<file path="src/rtl/bt_host_pkg.sv">
// Package: bit positions and shared types for the block-transfer host
// register interface. The bit positions are fixed because host software
// decodes them.
package bt_host_pkg;

    // Control register bit positions
    localparam int CB_CLR_WR = 0;
    localparam int CB_CLR_RD = 1;
    localparam int CB_H2B    = 2;
    localparam int CB_B2H    = 3;
    localparam int CB_SMS    = 4;
    localparam int CB_HBUSY  = 6;
    localparam int CB_BBUSY  = 7;

    // Mask register bit positions
    localparam int MB_EN   = 0;
    localparam int MB_PEND = 1;

    // Decoded register select
    typedef enum logic [1:0] {
        SEL_CTRL = 2'd0,
        SEL_DATA = 2'd1,
        SEL_MASK = 2'd2,
        SEL_NONE = 2'd3
    } reg_sel_e;

    // Handshake flags held by the control register
    typedef struct packed {
        logic bbusy;   // engine busy
        logic hbusy;   // host busy
        logic sms;     // side attention
        logic b2h;     // response attention
    } flag_s;

endpackage

</file>
<file path="src/rtl/bt_addr_dec.sv">
// Module: bt_addr_dec
// Masks the host address to the register window and selects one of the
// three registers. Assumes WIN_SIZE is a power of two no larger than
// 2**HOST_AW.
module bt_addr_dec
    import bt_host_pkg::*;
#(
    parameter int HOST_AW  = 8,
    parameter int WIN_SIZE = 4
) (
    input  logic [HOST_AW-1:0] host_addr,
    output reg_sel_e           sel
);
    localparam logic [HOST_AW-1:0] WIN_MASK = HOST_AW'(WIN_SIZE - 1);

    logic [HOST_AW-1:0] off;

    // Fold the address into the window and map the offset to a register.
    always_comb begin
        off = host_addr & WIN_MASK;
        if (off == HOST_AW'(0))      sel = SEL_CTRL;
        else if (off == HOST_AW'(1)) sel = SEL_DATA;
        else if (off == HOST_AW'(2)) sel = SEL_MASK;
        else                         sel = SEL_NONE;
    end
endmodule

</file>
<file path="src/rtl/bt_msg_buf.sv">
// Module: bt_msg_buf
// Byte message store with one synchronous write port and one
// combinational read port. Cleared by the synchronous reset. Assumes the
// caller keeps indices below DEPTH.
module bt_msg_buf #(
    parameter int DEPTH = 64,
    localparam int IDX_W = $clog2(DEPTH)
) (
    input  logic             clk,
    input  logic             rst_n,
    input  logic             wr_en,
    input  logic [IDX_W-1:0] wr_idx,
    input  logic [7:0]       wr_data,
    input  logic [IDX_W-1:0] rd_idx,
    output logic [7:0]       rd_data
);
    logic [7:0] mem [DEPTH];

    // Write one byte per cycle; clear all entries on reset.
    always_ff @(posedge clk) begin
        if (!rst_n) begin
            for (int i = 0; i < DEPTH; i++) mem[i] <= '0;
        end else if (wr_en) begin
            mem[wr_idx] <= wr_data;
        end
    end

    // Asynchronous read port.
    assign rd_data = mem[rd_idx];
endmodule

</file>
<file path="src/rtl/bt_flag_ctl.sv">
// Module: bt_flag_ctl
// Holds the handshake flags, the interrupt enable and the pending bit.
// Events in one cycle apply in this fixed order: control write, mask
// write, engine commit, attention update, cold reset. Assumes at most one
// host register write per cycle.
module bt_flag_ctl
    import bt_host_pkg::*;
(
    input  logic  clk,
    input  logic  rst_n,
    input  logic  ctrl_wr,
    input  logic  h2b_go,
    input  logic  b2h_clr,
    input  logic  sms_clr,
    input  logic  hbusy_tgl,
    input  logic  mask_wr,
    input  logic  en_val,
    input  logic  pend_clr,
    input  logic  commit,
    input  logic  atn_upd,
    input  logic  atn_val,
    input  logic  atn_irq,
    input  logic  cold_rst,
    output flag_s flags,
    output logic  irq_en,
    output logic  irq_pend,
    output logic  start
);
    flag_s f_q, f_n;
    logic  en_q, en_n, pend_q, pend_n, start_q, start_n;

    // Next-state rules for the flags, the enable and the pending bit.
    always_comb begin
        f_n     = f_q;
        en_n    = en_q;
        pend_n  = pend_q;
        start_n = 1'b0;
        if (ctrl_wr) begin
            if (b2h_clr)   f_n.b2h   = 1'b0;
            if (sms_clr)   f_n.sms   = 1'b0;
            if (hbusy_tgl) f_n.hbusy = ~f_q.hbusy;
            if (h2b_go) begin
                f_n.bbusy = 1'b1;
                start_n   = 1'b1;
            end
        end
        if (mask_wr) begin
            if (en_val != en_q) begin
                if (en_val) begin
                    if (f_n.b2h || f_n.sms) pend_n = 1'b1;
                end else begin
                    pend_n = 1'b0;
                end
                en_n = en_val;
            end
            if (pend_clr) pend_n = 1'b0;
        end
        if (commit) begin
            f_n.bbusy = 1'b0;
            f_n.b2h   = 1'b1;
            if (en_n) pend_n = 1'b1;
        end
        if (atn_upd && (atn_val != f_n.sms)) begin
            f_n.sms = atn_val;
            if (atn_val) begin
                if (atn_irq && !f_n.b2h && en_n) pend_n = 1'b1;
            end else if (!f_n.b2h) begin
                pend_n = 1'b0;
            end
        end
        if (cold_rst) begin
            en_n   = 1'b0;
            pend_n = 1'b0;
        end
    end

    // State registers, zero on reset.
    always_ff @(posedge clk) begin
        if (!rst_n) begin
            f_q     <= '0;
            en_q    <= 1'b0;
            pend_q  <= 1'b0;
            start_q <= 1'b0;
        end else begin
            f_q     <= f_n;
            en_q    <= en_n;
            pend_q  <= pend_n;
            start_q <= start_n;
        end
    end

    assign flags    = f_q;
    assign irq_en   = en_q;
    assign irq_pend = pend_q;
    assign start    = start_q;
endmodule

</file>
<file path="src/rtl/bt_host_regs.sv">
// Module: bt_host_regs (top)
// Host register interface of a block-transfer management port. It decodes
// control, data and mask registers, owns both message buffers and their
// counters, and drives the level interrupt. Assumes host_wr and host_rd
// are never high in the same cycle.
module bt_host_regs
    import bt_host_pkg::*;
#(
    parameter int HOST_AW   = 8,
    parameter int WIN_SIZE  = 4,
    parameter int BUF_DEPTH = 64,
    localparam int IDX_W = $clog2(BUF_DEPTH),
    localparam int LEN_W = $clog2(BUF_DEPTH + 1),
    localparam int CNT_W = $clog2(BUF_DEPTH) + 2
) (
    input  logic               clk,
    input  logic               rst_n,
    input  logic [HOST_AW-1:0] host_addr,
    input  logic               host_wr,
    input  logic               host_rd,
    input  logic [7:0]         host_wdata,
    output logic [7:0]         host_rdata,
    input  logic               irq_allow,
    output logic               irq_o,
    input  logic               cold_rst,
    output logic               start_o,
    output logic [CNT_W-1:0]   in_len_o,
    input  logic [IDX_W-1:0]   in_rd_idx,
    output logic [7:0]         in_rd_data,
    input  logic               out_we,
    input  logic [IDX_W-1:0]   out_widx,
    input  logic [7:0]         out_wdata,
    input  logic               out_commit,
    input  logic [LEN_W-1:0]   out_commit_len,
    input  logic               atn_upd,
    input  logic               atn_val,
    input  logic               atn_irq
);
    reg_sel_e         sel;
    flag_s            flags_w;
    logic             irq_en, irq_pend;
    logic             ctrl_wr, data_wr, mask_wr, data_rd;
    logic [CNT_W-1:0] in_len_q;
    logic [LEN_W-1:0] rd_ptr_q, out_len_q, commit_len;
    logic             rd_avail, in_store;
    logic [7:0]       out_byte;

    bt_addr_dec #(.HOST_AW(HOST_AW), .WIN_SIZE(WIN_SIZE)) u_dec (
        .host_addr (host_addr),
        .sel       (sel)
    );

    // Qualify the host strobes with the decoded register.
    always_comb begin
        ctrl_wr = host_wr && (sel == SEL_CTRL);
        data_wr = host_wr && (sel == SEL_DATA);
        mask_wr = host_wr && (sel == SEL_MASK);
        data_rd = host_rd && (sel == SEL_DATA);
    end

    bt_flag_ctl u_flags (
        .clk       (clk),
        .rst_n     (rst_n),
        .ctrl_wr   (ctrl_wr),
        .h2b_go    (host_wdata[CB_H2B]),
        .b2h_clr   (host_wdata[CB_B2H]),
        .sms_clr   (host_wdata[CB_SMS]),
        .hbusy_tgl (host_wdata[CB_HBUSY]),
        .mask_wr   (mask_wr),
        .en_val    (host_wdata[MB_EN]),
        .pend_clr  (host_wdata[MB_PEND]),
        .commit    (out_commit),
        .atn_upd   (atn_upd),
        .atn_val   (atn_val),
        .atn_irq   (atn_irq),
        .cold_rst  (cold_rst),
        .flags     (flags_w),
        .irq_en    (irq_en),
        .irq_pend  (irq_pend),
        .start     (start_o)
    );

    assign in_store = data_wr && (in_len_q < CNT_W'(BUF_DEPTH));

    bt_msg_buf #(.DEPTH(BUF_DEPTH)) u_inbuf (
        .clk     (clk),
        .rst_n   (rst_n),
        .wr_en   (in_store),
        .wr_idx  (in_len_q[IDX_W-1:0]),
        .wr_data (host_wdata),
        .rd_idx  (in_rd_idx),
        .rd_data (in_rd_data)
    );

    bt_msg_buf #(.DEPTH(BUF_DEPTH)) u_outbuf (
        .clk     (clk),
        .rst_n   (rst_n),
        .wr_en   (out_we),
        .wr_idx  (out_widx),
        .wr_data (out_wdata),
        .rd_idx  (rd_ptr_q[IDX_W-1:0]),
        .rd_data (out_byte)
    );

    // Inbound count: cleared by control bit0, else counts every data write.
    always_ff @(posedge clk) begin
        if (!rst_n) begin
            in_len_q <= '0;
        end else if (ctrl_wr && host_wdata[CB_CLR_WR]) begin
            in_len_q <= '0;
        end else if (data_wr && (in_len_q != '1)) begin
            in_len_q <= in_len_q + CNT_W'(1);
        end
    end

    assign commit_len = (out_commit_len > LEN_W'(BUF_DEPTH)) ? LEN_W'(BUF_DEPTH)
                                                             : out_commit_len;
    assign rd_avail   = rd_ptr_q < out_len_q;

    // Outbound pointer and length: commit first, then clear, then drain.
    always_ff @(posedge clk) begin
        if (!rst_n) begin
            rd_ptr_q  <= '0;
            out_len_q <= '0;
        end else if (out_commit) begin
            rd_ptr_q  <= '0;
            out_len_q <= commit_len;
        end else if (ctrl_wr && host_wdata[CB_CLR_RD]) begin
            rd_ptr_q  <= '0;
        end else if (data_rd && rd_avail) begin
            if (rd_ptr_q + LEN_W'(1) == out_len_q) begin
                rd_ptr_q  <= '0;
                out_len_q <= '0;
            end else begin
                rd_ptr_q  <= rd_ptr_q + LEN_W'(1);
            end
        end
    end

    // Host read data multiplexer.
    always_comb begin
        unique case (sel)
            SEL_CTRL: host_rdata = {flags_w.bbusy, flags_w.hbusy, 1'b0,
                                    flags_w.sms, flags_w.b2h, 3'b000};
            SEL_DATA: host_rdata = rd_avail ? out_byte : 8'hFF;
            SEL_MASK: host_rdata = {6'b0, irq_pend, irq_en};
            default:  host_rdata = 8'hFF;
        endcase
    end

    assign in_len_o = in_len_q;
    assign irq_o    = irq_pend && irq_allow;
endmodule

</file>
<file path="config.mk">
export PLATFORM = sky130hd
export DESIGN_NAME = bt_host_regs
export DESIGN_NICKNAME = d
export VERILOG_FILES = /design/src/rtl/bt_host_pkg.sv /design/src/rtl/bt_addr_dec.sv /design/src/rtl/bt_msg_buf.sv /design/src/rtl/bt_flag_ctl.sv /design/src/rtl/bt_host_regs.sv
export SDC_FILE = /design/constraint.sdc
export NUM_CORES = 2
export LEC_CHECK = 0
export ABC_CLOCK_PERIOD_IN_PS = 3100
export BUFFER_PORTS_ARGS = -buffer_cell sky130_fd_sc_hd__buf_2
export CAP_MARGIN = 20
export CORE_AREA = 2 2 409 411
export CTS_BUF_LIST = sky130_fd_sc_hd__clkbuf_8
export CTS_CLUSTER_DIAMETER = 200
export DETAILED_ROUTE_END_ITERATION = 6
export DIE_AREA = 0 0 411 413
export PLACE_DENSITY = 0.53
export SETUP_SLACK_MARGIN = 0.2
export SYNTH_ARGS = -nofsm -noshare
export SYNTH_HDL_FRONTEND = slang
export SYNTH_SLANG_ARGS = --single-unit
</file>
<file path="constraint.sdc">
create_clock -name clk -period 3.1 [get_ports clk]
set_input_delay 0.155 -clock clk [delete_from_list [all_inputs] [get_ports clk]]
set_output_delay 0.155 -clock clk [all_outputs]
set_load 0.005 [all_outputs]
</file>
After elaboration in Yosys (flattened, before gate mapping)
Memory sizes are Yosys's and may differ from the RTL's. A register that Yosys moved wholly into a read port is not among the register bits. Cells that the tools add are included. Widths: inputs -> output; s select.

Register bits after elaboration: 29. Bits in latches: 0. Bits in writable memories: 1024. Bits in read-only memories: 0. Input bits: 54. Output and inout port bits: 26. Memories: 2.

Add/sub/neg operators: 2. Multipliers: 0. Divide/modulo/power cells: 0. $lt $le $gt $ge: 3. Equal/unequal tests: 9. Shift operators: 0. Multiplexer cells: 45. Bitwise logic cells: 2. Reductions and logical operators: 29.

Memory list: u_inbuf.mem (words 64, width 8, read ports 1, clocked after Yosys merged registers in 0, write ports 64, RTL line bt_msg_buf.sv:17) `logic [7:0] mem [DEPTH];`; u_outbuf.mem (words 64, width 8, read ports 1, clocked after Yosys merged registers in 1, write ports 64, RTL line bt_msg_buf.sv:17).

Operators with widths (number): $mux 7 (6); $mux 1 (28); $mux 6 (4); $mux 8 (3); $pmux 8 s3 (1); $reduce_or 8->1 (2); $logic_and 1x1->1 (13); $add 8x1->8 const B (1); $logic_not 8->1 (1); $lt 8x7->1 const B (1); $ne 8x8->1 const B (1); $add 7x1->7 const B (1); $eq 7x7->1 (1); $gt 7x7->1 const B (1); $lt 7x7->1 (1); $mux 2 (3); $reduce_and 2->1 (3); $reduce_or 2->1 (3); $eq 2x1->1 const B (2); $eq 2x2->1 const B (2); $reduce_bool 2->1 (2); $reduce_and 3->1 (1); $reduce_or 3->1 (1); $logic_not 2->1 (1); 5 further kinds (7).

Depth between registers and ports, before layout
Depth after elaboration: 18. Mapped depth: 10.

Hierarchy
From an unflattened synthesis, not the netlist that was laid out.

Cells, all modules: 3371. Area, all modules: 49448.7 µm².

By module, submodules not included: bt_msg_buf (times used 2, cells an instance 1569, area each 23782.8 µm², sequential area each 15374.7 µm²); bt_host_regs (times used 1, cells an instance 192, area each 1540.2 µm², sequential area each 440.4 µm²); bt_flag_ctl (times used 1, cells an instance 39, area each 335.3 µm², sequential area each 140.1 µm²); bt_addr_dec (times used 1, cells an instance 2, area each 7.5 µm², sequential area each 0.0 µm²).

Worst setup path after synthesis
No wires, ideal clock.

Path kind: register to register. Start: register in_len_q[6], in the netlist in_len_o[6]. End: memory u_inbuf.mem[15][0], enable pin. Setup time: 0.384 ns. Arrival time: 2.086 ns. Data required time: 2.716 ns. Slack: 0.630 ns. Cell stages (with the launch flop): 7. Path buffers: 2. Clock period less this slack: 2.470 ns. Path through: dfxtp_1 > nor3b_1 > nand4_1 > or2_2 > clkbuf_1 > buf_2 > o21ai_0.

RTL lines: start: declaration (RTL line bt_host_regs.sv:43) `logic [CNT_W-1:0] in_len_q;`; start signal: assignment (RTL line bt_host_regs.sv:112) `in_len_q <= in_len_q + CNT_W'(1);`; end: declaration (RTL line bt_msg_buf.sv:17).

==> results.sh <==
export IMPL_status="finished, violations left"
export IMPL_failed_checks="setup timing"
export IMPL_tightest_slew_ns=0.9321
export IMPL_design_area_um2=58050
export IMPL_area_delta_synth_final_pct=17.91
export IMPL_crit_path_end_kind="primary output"
export IMPL_synth_top_area_share=0.6246
export IMPL_dieArea_um2=169700
export IMPL_synth_cell_types=58
export IMPL_p_sw_frac=0.2435
export IMPL_die_w_um=411
export IMPL_cp_start_kind="flip-flop"
export IMPL_io_pins=80
export IMPL_vias=28840
export IMPL_grt_pass1_vias=29970
export IMPL_setup_violations=8
export IMPL_ant_nets=0
export IMPL_synthTopCellsByArea="edfxtp_1, mux4_2, and2_1"
export IMPL_synth_common_cells="edfxtp_1, and2_1, mux4_2"
export IMPL_final_layout_size_suffix_gt1_frac=0.2583
export IMPL_totalPowerFinal_mw=29.90
export IMPL_cts_buffers_inserted=170
export IMPL_clockPowerShare=0.375
export IMPL_wl_met1_um=60950
export IMPL_cts_root_buf="clkbuf_8"
export IMPL_syn_nets=3386
export IMPL_synth_seq_area_share=0.6389
export IMPL_path_clk_slew_ns=0.06
export IMPL_clkLatencyLatePin_ns=0.90
export IMPL_switchingPower_mw=7.280
export IMPL_vias_per_cell=4.822
export IMPL_cp_required_ns=2.94
export IMPL_seq_area_um2=31470
export IMPL_htree_levels=4
export IMPL_cts_buffer_depth=3
export IMPL_critPathKind="reg -> out"
export IMPL_p_seq_frac=0.553
export IMPL_syn_area_um2=49230
export IMPL_dr_pass1_iters=5
export IMPL_finalCritPeriodShare=1.109
export IMPL_power_frac_comb=0.072
export IMPL_routed_wl_um=138100
export IMPL_grt_ovfl_total=0
export IMPL_hpwl_um=90130
export IMPL_synth_largest_area_cell="edfxtp_1"
export IMPL_maxSlewViolCount=0
export IMPL_wl_met3_um=8618
export IMPL_power_leakage_nw=19.99
export IMPL_fill_cells=15940
export IMPL_fmax_mhz=290.9
export IMPL_slew_headroom=0.3721
export IMPL_core_area_um2=165900
export IMPL_final_setup_skew_ns=0.04885
export IMPL_initial_utilization=0.2967
export IMPL_rsz0062_at_grt="yes"
export IMPL_multi_input_area_um2=17220
export IMPL_synth_edff_count=1024
export IMPL_async_reset_ff_frac=0
export IMPL_clock_sinks=1059
export IMPL_synth_warnings=0
export IMPL_io_buffers=73
export IMPL_rows=150
export IMPL_grt_max_degree=77
export IMPL_route_met2_wl_um=65230
export IMPL_drcViolationCount=0
export IMPL_intPower_mw=22.62
export IMPL_p_per_area_nw_per_um2=515.1
export IMPL_placed_area_um2=53430
export IMPL_syn_avg_cell_area_um2=14.81
export IMPL_layout_nets=3703
export IMPL_grt_pass1_wl_um=204600
export IMPL_hold_path_class="in -> reg"
export IMPL_critPathMaxFanout=5
export IMPL_cp_arrival_ns=3.28
export IMPL_grt_util_all_layers=0.1632
export IMPL_route_top_layer_used="met4"
export IMPL_final_hold_violation_count=0
export IMPL_min_period_ns=3.438
export IMPL_ys_seq_elements=1059
export IMPL_wl_per_cell_um=23.10
export IMPL_syn_inst=3323
export IMPL_peakVddDrop_uv=476.1
export IMPL_cts_tree="yes"
export IMPL_drv_cap=0
export IMPL_synthFlopType="edfxtp_1"
export IMPL_drt_iter0_markers=2519
export IMPL_routabilityCongestion=0.8272
export IMPL_antenna_found_initial=6
export IMPL_die_h_um=413
export IMPL_setup_slack_ns=-0.3381
export IMPL_post_synth_top_count_cell="edfxtp_1"
[per-layer routing]
metal,track usage,vias up
li1,-,12970
met1,0.2229,14770
met2,0.2628,889
met3,0.03068,204
met4,0.05059,0
met5,0,-
[sequential cells by signal, summed over array words and instances, names as in the netlist, named ones only]
signal	cells
u_flags.start	1
u_outbuf.mem	512
u_flags.flags	4
u_flags.irq_en	1
rd_ptr_q	7
u_flags.irq_pend	1
out_len_q	7
in_len_o	8
u_inbuf.mem	512
[area by class of cell]
| cell class | instances | share of cell area |
|---|---|---|
| Antenna cell | 5 | 0.0002155 |
| Clock buffer | 175 | 0.04149 |
| Clock inverter | 128 | 0.01086 |
| Inverter | 10 | 0.0006466 |
| Multi-Input combinational cell | 1989 | 0.2966 |
| Sequential cell | 1059 | 0.5422 |
| Tap cell | 2204 | 0.04751 |
| Timing Repair Buffer | 410 | 0.06048 |
[metrics by stage]
step                hold WS (ns)    util  setup TNS [ns]  std cells  setup slack, ns
global route             0.06471  0.3498          -2.862       5976          -0.4171
CTS                   0.00008921  0.3462          -3.071       5955          -0.4296
finish                   0.07079  0.3499          -1.731       5980          -0.3381
global placement          0.3724  0.3220               0       5592           0.1146
floorplan                 0.2791       -               0       3323           0.6297
detailed placement        0.3716  0.3220               0       5592          0.07758
[cells by family after synthesis]
kind of cell / after synthesis / synth area share
AOI/OAI and AO/OA: 257 / 0.03114
xor gates and xnor gates: 15 / 0.002669
muxes: 312 / 0.1358
and+or+nand+nor: 1396 / 0.1660
adders and majority gates: 9 / 0.002287
buffers and inverters: 275 / 0.02320
DFF: 1059 / 0.6389
[worst max-delay path, cell delays in order (launching register included)]
cell and delay, ns:
dfxtp_4 0.39, buf_12 0.13, buf_12 0.11, buf_6 0.10, mux4_2 0.53, o32ai_4 0.35, buf_6 0.16, nor4_4 0.03
nand3_2 0.13, o211ai_1 0.23, buf_2 0.23
[worst paths after layout]
check / from / endpoint / slack (ns) / cells past startpoint
setup / recovery: flip-flop / host_rdata[3] / -0.34 / 10
hold reg to reg: out_len_q[2] / out_len_q[2] / 0.52 / 1
hold / removal: out_commit_len[2] / out_len_q[2] / 0.07 / 3
setup reg to reg: in_len_o[6] / u_inbuf.mem[2][1] / 0.43 / 5
[power by group through the flow]
| stage | clock network [mW] | logic, mW | registers, mW |
|---|---|---|---|
| 2_1_floorplan | 0 | 1.15 | 16.7 |
| 5_1_grt | 12.1 | 2.29 | 16.6 |
| 6_report | 11.2 | 2.16 | 16.5 |
| 4_1_cts | 11.5 | 2.15 | 16.5 |
| 3_5_place_dp | 0 | 2.05 | 16.8 |
| 3_3_place_gp | 0 | 2.04 | 16.8 |
[cells in the final DEF, fill, tap and decap left out, types with 7 or more instances in the layout]
master         Yosys  final
dlygate4sd3_1      0     36
clkinv_1           1     31
ha_1               9      7
mux2i_1           19     10
nand4_1           13     13
buf_12             0     29
nand3b_1          11     11
nor2_1           158    158
clkinv_2           0     21
a22oi_1           16      8
dfxtp_1           35     25
buf_2             37     67
nor2b_1           18     16
inv_1              9     71
nand3_1           26     20
a22oi_2            0      8
xnor2_1            9      9
buf_6              4     15
a21oi_1           24     23
buf_4              9    253
and3_1            22     22
edfxtp_1        1024   1024
nand2_1           63     55
clkbuf_8           0    176
a32o_1             7      7
o21ai_0          144    136
o21ai_2            0      7
mux4_2           284    284
nor3_1            24     18
o211ai_1          13     13
and2_1          1018   1018
[timing repair]
item / CTS / global route
pin swaps: 14 / 26
endpoints found under the hold margin: 440 / 0
hold buffers: 36 / 0
setup buffers: 24 / 20
resized for setup: 72 / 87
setup endpoints to repair: 16 / 16
cloned: 0 / 0
Note: power is estimated with default switching activity, not from simulation.
